==> config.mk <==
export PLATFORM = sky130hd
export DESIGN_NAME = clk_ctl_reg
export DESIGN_NICKNAME = d
export VERILOG_FILES = /design/src/rtl/clk_ctl_pkg.sv /design/src/rtl/ccr_en_src.sv /design/src/rtl/ccr_ratio.sv /design/src/rtl/ccr_gate.sv /design/src/rtl/clk_ctl_reg.sv
export SDC_FILE = /design/constraint.sdc
export NUM_CORES = 1
export LEC_CHECK = 0
export CAP_MARGIN = 40
export CORE_AREA = 2 2 39 41
export DETAILED_ROUTE_END_ITERATION = 7
export DIE_AREA = 0 0 41 43
export PLACE_DENSITY = 0.71
export RECOVER_POWER = 25
export SLEW_MARGIN = 10
export SYNTH_ARGS = -nofsm -noshare
export SYNTH_HDL_FRONTEND = slang
export SYNTH_HIERARCHICAL = 1
export SYNTH_SLANG_ARGS = --single-unit
==> constraint.sdc <==
create_clock -name clk -period 1.5 [get_ports clk]
set_clock_uncertainty 0.2 [all_clocks]
set_input_delay 0.375 -clock clk [delete_from_list [all_inputs] [get_ports clk]]
set_output_delay 0.375 -clock clk [all_outputs]
set_load 0.01 [all_outputs]
==> src/rtl/clk_ctl_pkg.sv <==
package clk_ctl_pkg;
    localparam int WORD_W  = 8;
    localparam int BIT_EN  = 1;
    localparam int MULT_LO = 2;
    localparam int BIT_SRC = 5;
    localparam int DIV_LO  = 6;
    localparam int FIELD_W = 2;

    typedef enum logic [FIELD_W-1:0] {
        MULT_NONE = 2'b00,
        MULT_X2   = 2'b01,
        MULT_X3   = 2'b10,
        MULT_X4   = 2'b11
    } mult_e;

    typedef struct packed {
        logic [FIELD_W-1:0] div;
        logic               src;
        mult_e              mult;
        logic               en;
    } ctl_t;

    localparam ctl_t CTL_RESET = '{div: 2'b00, src: 1'b0, mult: MULT_X2, en: 1'b1};

    function automatic logic [WORD_W-1:0] ctl_to_word(input ctl_t c);
        logic [WORD_W-1:0] w;
        w = '0;
        w[BIT_EN]                      = c.en;
        w[MULT_LO +: FIELD_W]          = c.mult;
        w[BIT_SRC]                     = c.src;
        w[DIV_LO +: FIELD_W]           = c.div;
        return w;
    endfunction

    function automatic ctl_t word_fields(input logic [WORD_W-1:0] w);
        ctl_t c;
        c.en   = w[BIT_EN];
        c.mult = mult_e'(w[MULT_LO +: FIELD_W]);
        c.src  = w[BIT_SRC];
        c.div  = w[DIV_LO +: FIELD_W];
        return c;
    endfunction
endpackage

==> src/rtl/ccr_en_src.sv <==
module ccr_en_src
    import clk_ctl_pkg::*;
#(
    parameter logic EN_RST = CTL_RESET.en
) (
    input  logic clk,
    input  logic rst,
    input  logic wr_en,
    input  logic wr_en_bit,
    input  logic wr_src_bit,
    output logic en_q,
    output logic src_q
);
    logic src_d;

    // Source may only become or stay PLL when enable was already on and stays on.
    always_comb begin
        src_d = src_q;
        if (wr_en) begin
            src_d = wr_src_bit & en_q & wr_en_bit;
        end
    end

    always_ff @(posedge clk) begin
        if (rst) begin
            en_q  <= EN_RST;
            src_q <= 1'b0;
        end else if (wr_en) begin
            en_q  <= wr_en_bit;
            src_q <= src_d;
        end
    end

    AST_SRC_NEEDS_EN: assert property (@(posedge clk) disable iff (rst)
        !en_q |-> !src_q);
    AST_SRC_RISE_ON_ENABLED: assert property (@(posedge clk) disable iff (rst)
        $rose(src_q) |-> ($past(en_q) && $past(wr_en)));
endmodule

==> src/rtl/ccr_ratio.sv <==
module ccr_ratio
    import clk_ctl_pkg::*;
#(
    parameter mult_e MULT_RST = CTL_RESET.mult
) (
    input  logic               clk,
    input  logic               rst,
    input  logic               wr_en,
    input  logic [FIELD_W-1:0] wr_mult,
    input  logic               src_q,
    output mult_e              mult_q
);
    logic used_q;
    logic take;

    // A change is taken once: valid code, different value, clock from external input.
    assign take = wr_en && !used_q && !src_q
               && (wr_mult != MULT_NONE) && (wr_mult != mult_q);

    always_ff @(posedge clk) begin
        if (rst) begin
            mult_q <= MULT_RST;
            used_q <= 1'b0;
        end else if (take) begin
            mult_q <= mult_e'(wr_mult);
            used_q <= 1'b1;
        end
    end

    AST_MULT_VALID: assert property (@(posedge clk) disable iff (rst)
        mult_q != MULT_NONE);
    AST_MULT_LOCKED: assert property (@(posedge clk) disable iff (rst)
        used_q |=> $stable(mult_q));
    AST_MULT_HOLD_ON_PLL: assert property (@(posedge clk) disable iff (rst)
        src_q |=> $stable(mult_q));
endmodule

==> src/rtl/ccr_gate.sv <==
module ccr_gate (
    input  logic en_q,
    input  logic src_q,
    input  logic stop_req,
    input  logic flash_mode,
    output logic pll_run,
    output logic mux_sel
);
    logic forced_off;

    always_comb begin
        forced_off = stop_req | flash_mode;
        pll_run    = en_q & ~forced_off;
        mux_sel    = src_q & pll_run;
    end
endmodule

==> src/rtl/clk_ctl_reg.sv <==
module clk_ctl_reg
    import clk_ctl_pkg::*;
(
    input  logic              clk,
    input  logic              rst,
    input  logic              wr_en,
    input  logic [WORD_W-1:0] wr_data,
    input  logic              stop_req,
    input  logic              flash_mode,
    output logic [WORD_W-1:0] rd_data,
    output logic              pll_run,
    output logic [1:0]        pll_mult,
    output logic              sys_src_pll,
    output logic              clk_mux_sel,
    output logic [1:0]        periph_div
);
    ctl_t              wr_f;
    ctl_t              cur;
    logic              en_q;
    logic              src_q;
    mult_e             mult_q;
    logic [FIELD_W-1:0] div_q;
    logic              unused_rsvd;

    assign wr_f        = word_fields(wr_data);
    assign unused_rsvd = wr_data[0] ^ wr_data[4];

    ccr_en_src u_en_src (
        .clk        (clk),
        .rst        (rst),
        .wr_en      (wr_en),
        .wr_en_bit  (wr_f.en),
        .wr_src_bit (wr_f.src),
        .en_q       (en_q),
        .src_q      (src_q)
    );

    ccr_ratio u_ratio (
        .clk     (clk),
        .rst     (rst),
        .wr_en   (wr_en),
        .wr_mult (wr_f.mult),
        .src_q   (src_q),
        .mult_q  (mult_q)
    );

    always_ff @(posedge clk) begin
        if (rst) begin
            div_q <= CTL_RESET.div;
        end else if (wr_en) begin
            div_q <= wr_f.div;
        end
    end

    ccr_gate u_gate (
        .en_q       (en_q),
        .src_q      (src_q),
        .stop_req   (stop_req),
        .flash_mode (flash_mode),
        .pll_run    (pll_run),
        .mux_sel    (clk_mux_sel)
    );

    always_comb begin
        cur.div  = div_q;
        cur.src  = src_q;
        cur.mult = mult_q;
        cur.en   = en_q;
    end

    assign rd_data     = ctl_to_word(cur);
    assign pll_mult    = mult_q;
    assign sys_src_pll = src_q;
    assign periph_div  = div_q;

    AST_MUX_NEEDS_RUN: assert property (@(posedge clk) disable iff (rst)
        clk_mux_sel |-> (pll_run && sys_src_pll));
    AST_OVERRIDE_STOPS_PLL: assert property (@(posedge clk) disable iff (rst)
        (stop_req || flash_mode) |-> !pll_run);
endmodule

**Word-level counts from Yosys, hierarchy flattened**

Cells that the tools add are included.

- Bits in registers: 7
- Bits in latches: 0
- Memory bits (writable): 0
- ROM bits: 0
- Input port bits: 13
- Output and inout bits: 15
- Word-level logic and storage cells: 19
- Memories kept: 0

- Add/subtract/negate cells: 0
- Multipliers: 0
- Div/mod/pow operators: 0
- Magnitude comparators: 0
- Eq/ne operators: 1
- Shifts and indexed selects: 0
- Muxes and demuxes: 0
- Bitwise operators: 6
- Reductions and logical operators: 7

Operators with widths:

| cell | number |
|---|---|
| 1-bit bitwise AND | 4 |
| 1-bit logical AND | 4 |
| 1-bit zero test | 2 |
| 2-bit inequality test | 1 |
| 2-bit nonzero test | 1 |
| 1-bit NOT | 1 |
| 1-bit bitwise OR | 1 |

**Logic depth before layout (Yosys ltp)**

- Word-level depth: 5
- Mapped depth: 3
- Depth with buffers taken out: 3

**Cells and area by module**

The synthesis kept the hierarchy.

Modules (own cells, without submodules):

| module | instances | cells each | area an instance (um^2) | seq. area each (um^2) |
|---|---|---|---|---|
| ccr_ratio | 1 | 19 | 206.4 | 60.1 |
| clk_ctl_reg | 1 | 15 | 131.4 | 40.0 |
| ccr_en_src | 1 | 7 | 72.6 | 40.0 |
| ccr_gate | 1 | 2 | 20.0 | 0.0 |

**Worst setup path after synthesis**

No wires, ideal clock.

- Kind: reg2out
- Start: register u_en_src.src_q
- End: output port clk_mux_sel
- Data arrival time: 0.786 ns
- Required time: 0.925 ns
- Setup slack: 0.139 ns
- Cell stages (with the launch flop): 2
- Buffers on the path: 0
- Cell sequence: dfxtp_1 and4bb_2

- Longest elaborated chain between the ends: 1

RTL lines:

| element | RTL line | source |
|---|---|---|
| from (decl) | ccr_en_src.sv:12 | `output logic src_q` |
| from (signal assigned) | ccr_en_src.sv:30 | `src_q <= src_d;` |
| 1-bit bitwise AND | ccr_gate.sv:14 | `mux_sel = src_q & pll_run;` |
| to (decl) | clk_ctl_reg.sv:14 | `output logic clk_mux_sel,` |

No other way between the ends.

**Final worst setup path**

- Start: register u_en_src.en_q
- End: output port clk_mux_sel

- Longest elaborated chain between the ends: 2

RTL lines:

| element | RTL line | source |
|---|---|---|
| from (decl) | ccr_en_src.sv:11 | `output logic en_q,` |
| from (signal assigned) | ccr_en_src.sv:29 | `en_q <= wr_en_bit;` |
| 1-bit bitwise AND | ccr_gate.sv:13 | `pll_run = en_q & ~forced_off;` |
| 1-bit bitwise AND | ccr_gate.sv:14 |  |

No other way between the ends.

==> results.yml <==
pwr:
  p_sw_share_pct: 26.6
  internal_power_w: 0.000380
  powerDensity_nw_per_um2: 751
  switchingPower_w: 0.000138
  ir_worst_vdd_mv: 0.619
  power_frac_seq_pct: 40.0
  p_leak_nw: 0.344
  combPwrFrac_pct: 26.4
  p_clk_share_pct: 33.5
timing:
  rsz0062_at_grt: "yes"
  slew_viol_final: 0
  worst_slack_ns: 0.0156
  whs_ns: 0.316
  hold_viol: 0
  post-route-min-period_ns: 1.48
  fmax_mhz: 674
  setup_viol: 0
  min_period_over_period_pct: 99.0
clock_network:
  clk_pin_slew_ns: 0.06
  hold_buffers: 0
  numCtsBuffers: 3
  cts_htree_levels: 1
  insertion_delay_ns: 0.25
  numClockSinks: 7
  tritoncts: "done"
  postCtsSetupRepairBufs: 0
  cts.path.max_buffers: 2
  ctsRootBufferMaster: "clkbuf_4"
synth:
  synth_area_um2: 430
  ys_seq_elements: 7
  syn_inst: 43
  yosysSeqAreaShare_pct: 32.6
  synth-edff-count: 0
  synth_flop_cell: "dfxtp_1"
  syn_area_per_cell_um2: 10.0
  yosys.area.top_type: "dfxtp_1"
  synth_warnings: 6
  yosysMostFrequentCell: "buf_4"
  synthTopCellsByArea: "dfxtp_1, buf_4, mux2i_1"
  synth_top_area_share_pct: 32.6
  synthTopCellsByCount: "buf_4, dfxtp_1, nor2_1, mux2i_1"
  synth_cell_types: 20
  async_flop_share_pct: 0
critical_path:
  critPathRequiredTime_ns: 0.92
  cp.arrival_ns: 0.91
  crit_fanout: 3
  crit_path_start_kind: "flip-flop"
  path_cells: "and4bb_2 > buf_6"
  critPathKind: "reg2out"
  crit_slowest_cell: "dfxtp_2"
  cp_slowest_stage_delay_ns: 0.32
  crit_path_end_kind: "output pin"
grt:
  grt_overflow_total: 0
  grt_pass1_vias: 377
  track_usage_pct: 12.6
  grt_first_pass_wirelength_um: 1480
  antenna_found_initial: 0
  grt_max_degree: 7
route:
  vias_per_cell: 4.43
  drcViolationCount: 0
  vias: 390
  dr.pass1.iters: 2
  first_iter_violations: 2
  drt_wl_total_um: 947
  antenna_left: 0
  wl_per_cell_um: 10.8
final_layout:
  syn2layout_area_growth_pct: 60.2
  ff_latch_area_um2: 143
  fillers: 149
  multi_input_area_um2: 235
  final_cells: 88
  nets: 86
  drive_gt1_share_pct: 40.3
  diodes: 0
run_status:
  run_status: "completed"
place:
  dp_hpwl_um: 728
  post-place-ws_ns: -0.696
  placed_cells: 84
  io_buffer_count: 23
  gp_congestion: 0.633
worst_hold_path:
  hold_path_class: "reg2reg"
floorplan:
  die_y_um: 43
  fp.dieW_um: 41
  rows: 14
  dieArea_um2: 1760
  fp.coreArea_um2: 1380
  pin_count: 28
  initial_utilization_pct: 31.1
flow_run:
  cap_violations: 0
worst paths after layout:
| kind | from | end | slack (ns) | depth (start not counted) |
|---|---|---|---|---|
| worst max-delay path | u_en_src/en_q | clk_mux_sel | 0.02 | 2 |
| worst min-delay path | periph_div[0] | periph_div[0] | 0.32 | 2 |
| worst max register to register | u_ratio/mult_q[1] | u_ratio/used_q | 0.17 | 4 |
| worst min register to register | periph_div[0] | periph_div[0] | 0.32 | 2 |
metal layers:
layer	up-vias	GRT usage [%]	wire, um
li1	198	-	-
met1	176	14.2	376
met2	14	19.7	491
met3	2	3.14	71
met4	0	8.00	7
met5	-	0	0
worst max-delay path: cells and delay by family, from the launching register on:
| family | cells | cell delay [ns] |
|---|---|---|
| buffers and inverters | 1 | 0.12 |
| flip-flops | 1 | 0.32 |
| AND/OR/NAND/NOR | 1 | 0.23 |
per-stage QoR:
| stage | TNS, ns | utilization, % | power [W] | cell area (um2) |
|---|---|---|---|---|
| floorplan | 0 | - | 0.000286 | 434 |
| global placement | -2.48 | 50.0 | 0.000366 | 692 |
| detailed placement | -2.61 | 50.0 | 0.000369 | 692 |
| CTS | -0.0550 | 50.3 | 0.000533 | 696 |
| global route | -0.0118 | 49.8 | 0.000545 | 689 |
| finish | 0 | 49.8 | 0.000517 | 689 |
power by group through the flow:
stage	clock network, W	registers, W	logic, W
3_5_place_dp	0	0.000211	0.000158
2_1_floorplan	0	0.000220	0.0000666
6_report	0.000173	0.000207	0.000137
4_1_cts	0.000183	0.000207	0.000142
5_1_grt	0.000186	0.000209	0.000150
3_3_place_gp	0	0.000211	0.000156
timing repair:
item / 4_1_cts / 5_1_grt
pin swaps: 1 / 1
setup endpoints to repair: 14 / 4
resized for setup: 39 / 4
kinds of logic after synthesis:
kind of cell | after synthesis | share of synthesized area, %
AO/OA/AOI/OAI | 5 | 13.4
multiplexers | 4 | 9.30
other | 1 | 0.871
flip-flops | 7 | 32.6
buffers and inverters | 9 | 14.8
AND/OR/NAND/NOR | 17 | 29.1
state kept, by name, summed over array words and instances, names as in the netlist:
register and cells:
u_en_src/src_q 1, periph_div 2, u_ratio/used_q 1, u_en_src/en_q 1, u_ratio/mult_q 2
cells in the final DEF (no fill, tap or decap), types with 2 or more instances in the layout:
cell type and count:
a211o_1 2, buf_2 4, buf_4 8, buf_6 2
clkbuf_2 2, clkbuf_4 3, conb_1 2, dfxtp_1 5
dfxtp_2 2, dlygate4sd2_1 11, dlygate4sd3_1 3, mux2i_1 4
nand2b_1 2, nand2b_4 2, nor2_1 5
area by class of cell:
cell class | count | share of cell area [%]
clock buffer | 4 | 3.81
sequential | 7 | 20.7
inverter | 1 | 0.544
timing repair buffer | 32 | 37.9
multi-input combinational | 28 | 34.1
tap | 16 | 2.90
Note: power is estimated with default switching activity, not from simulation.
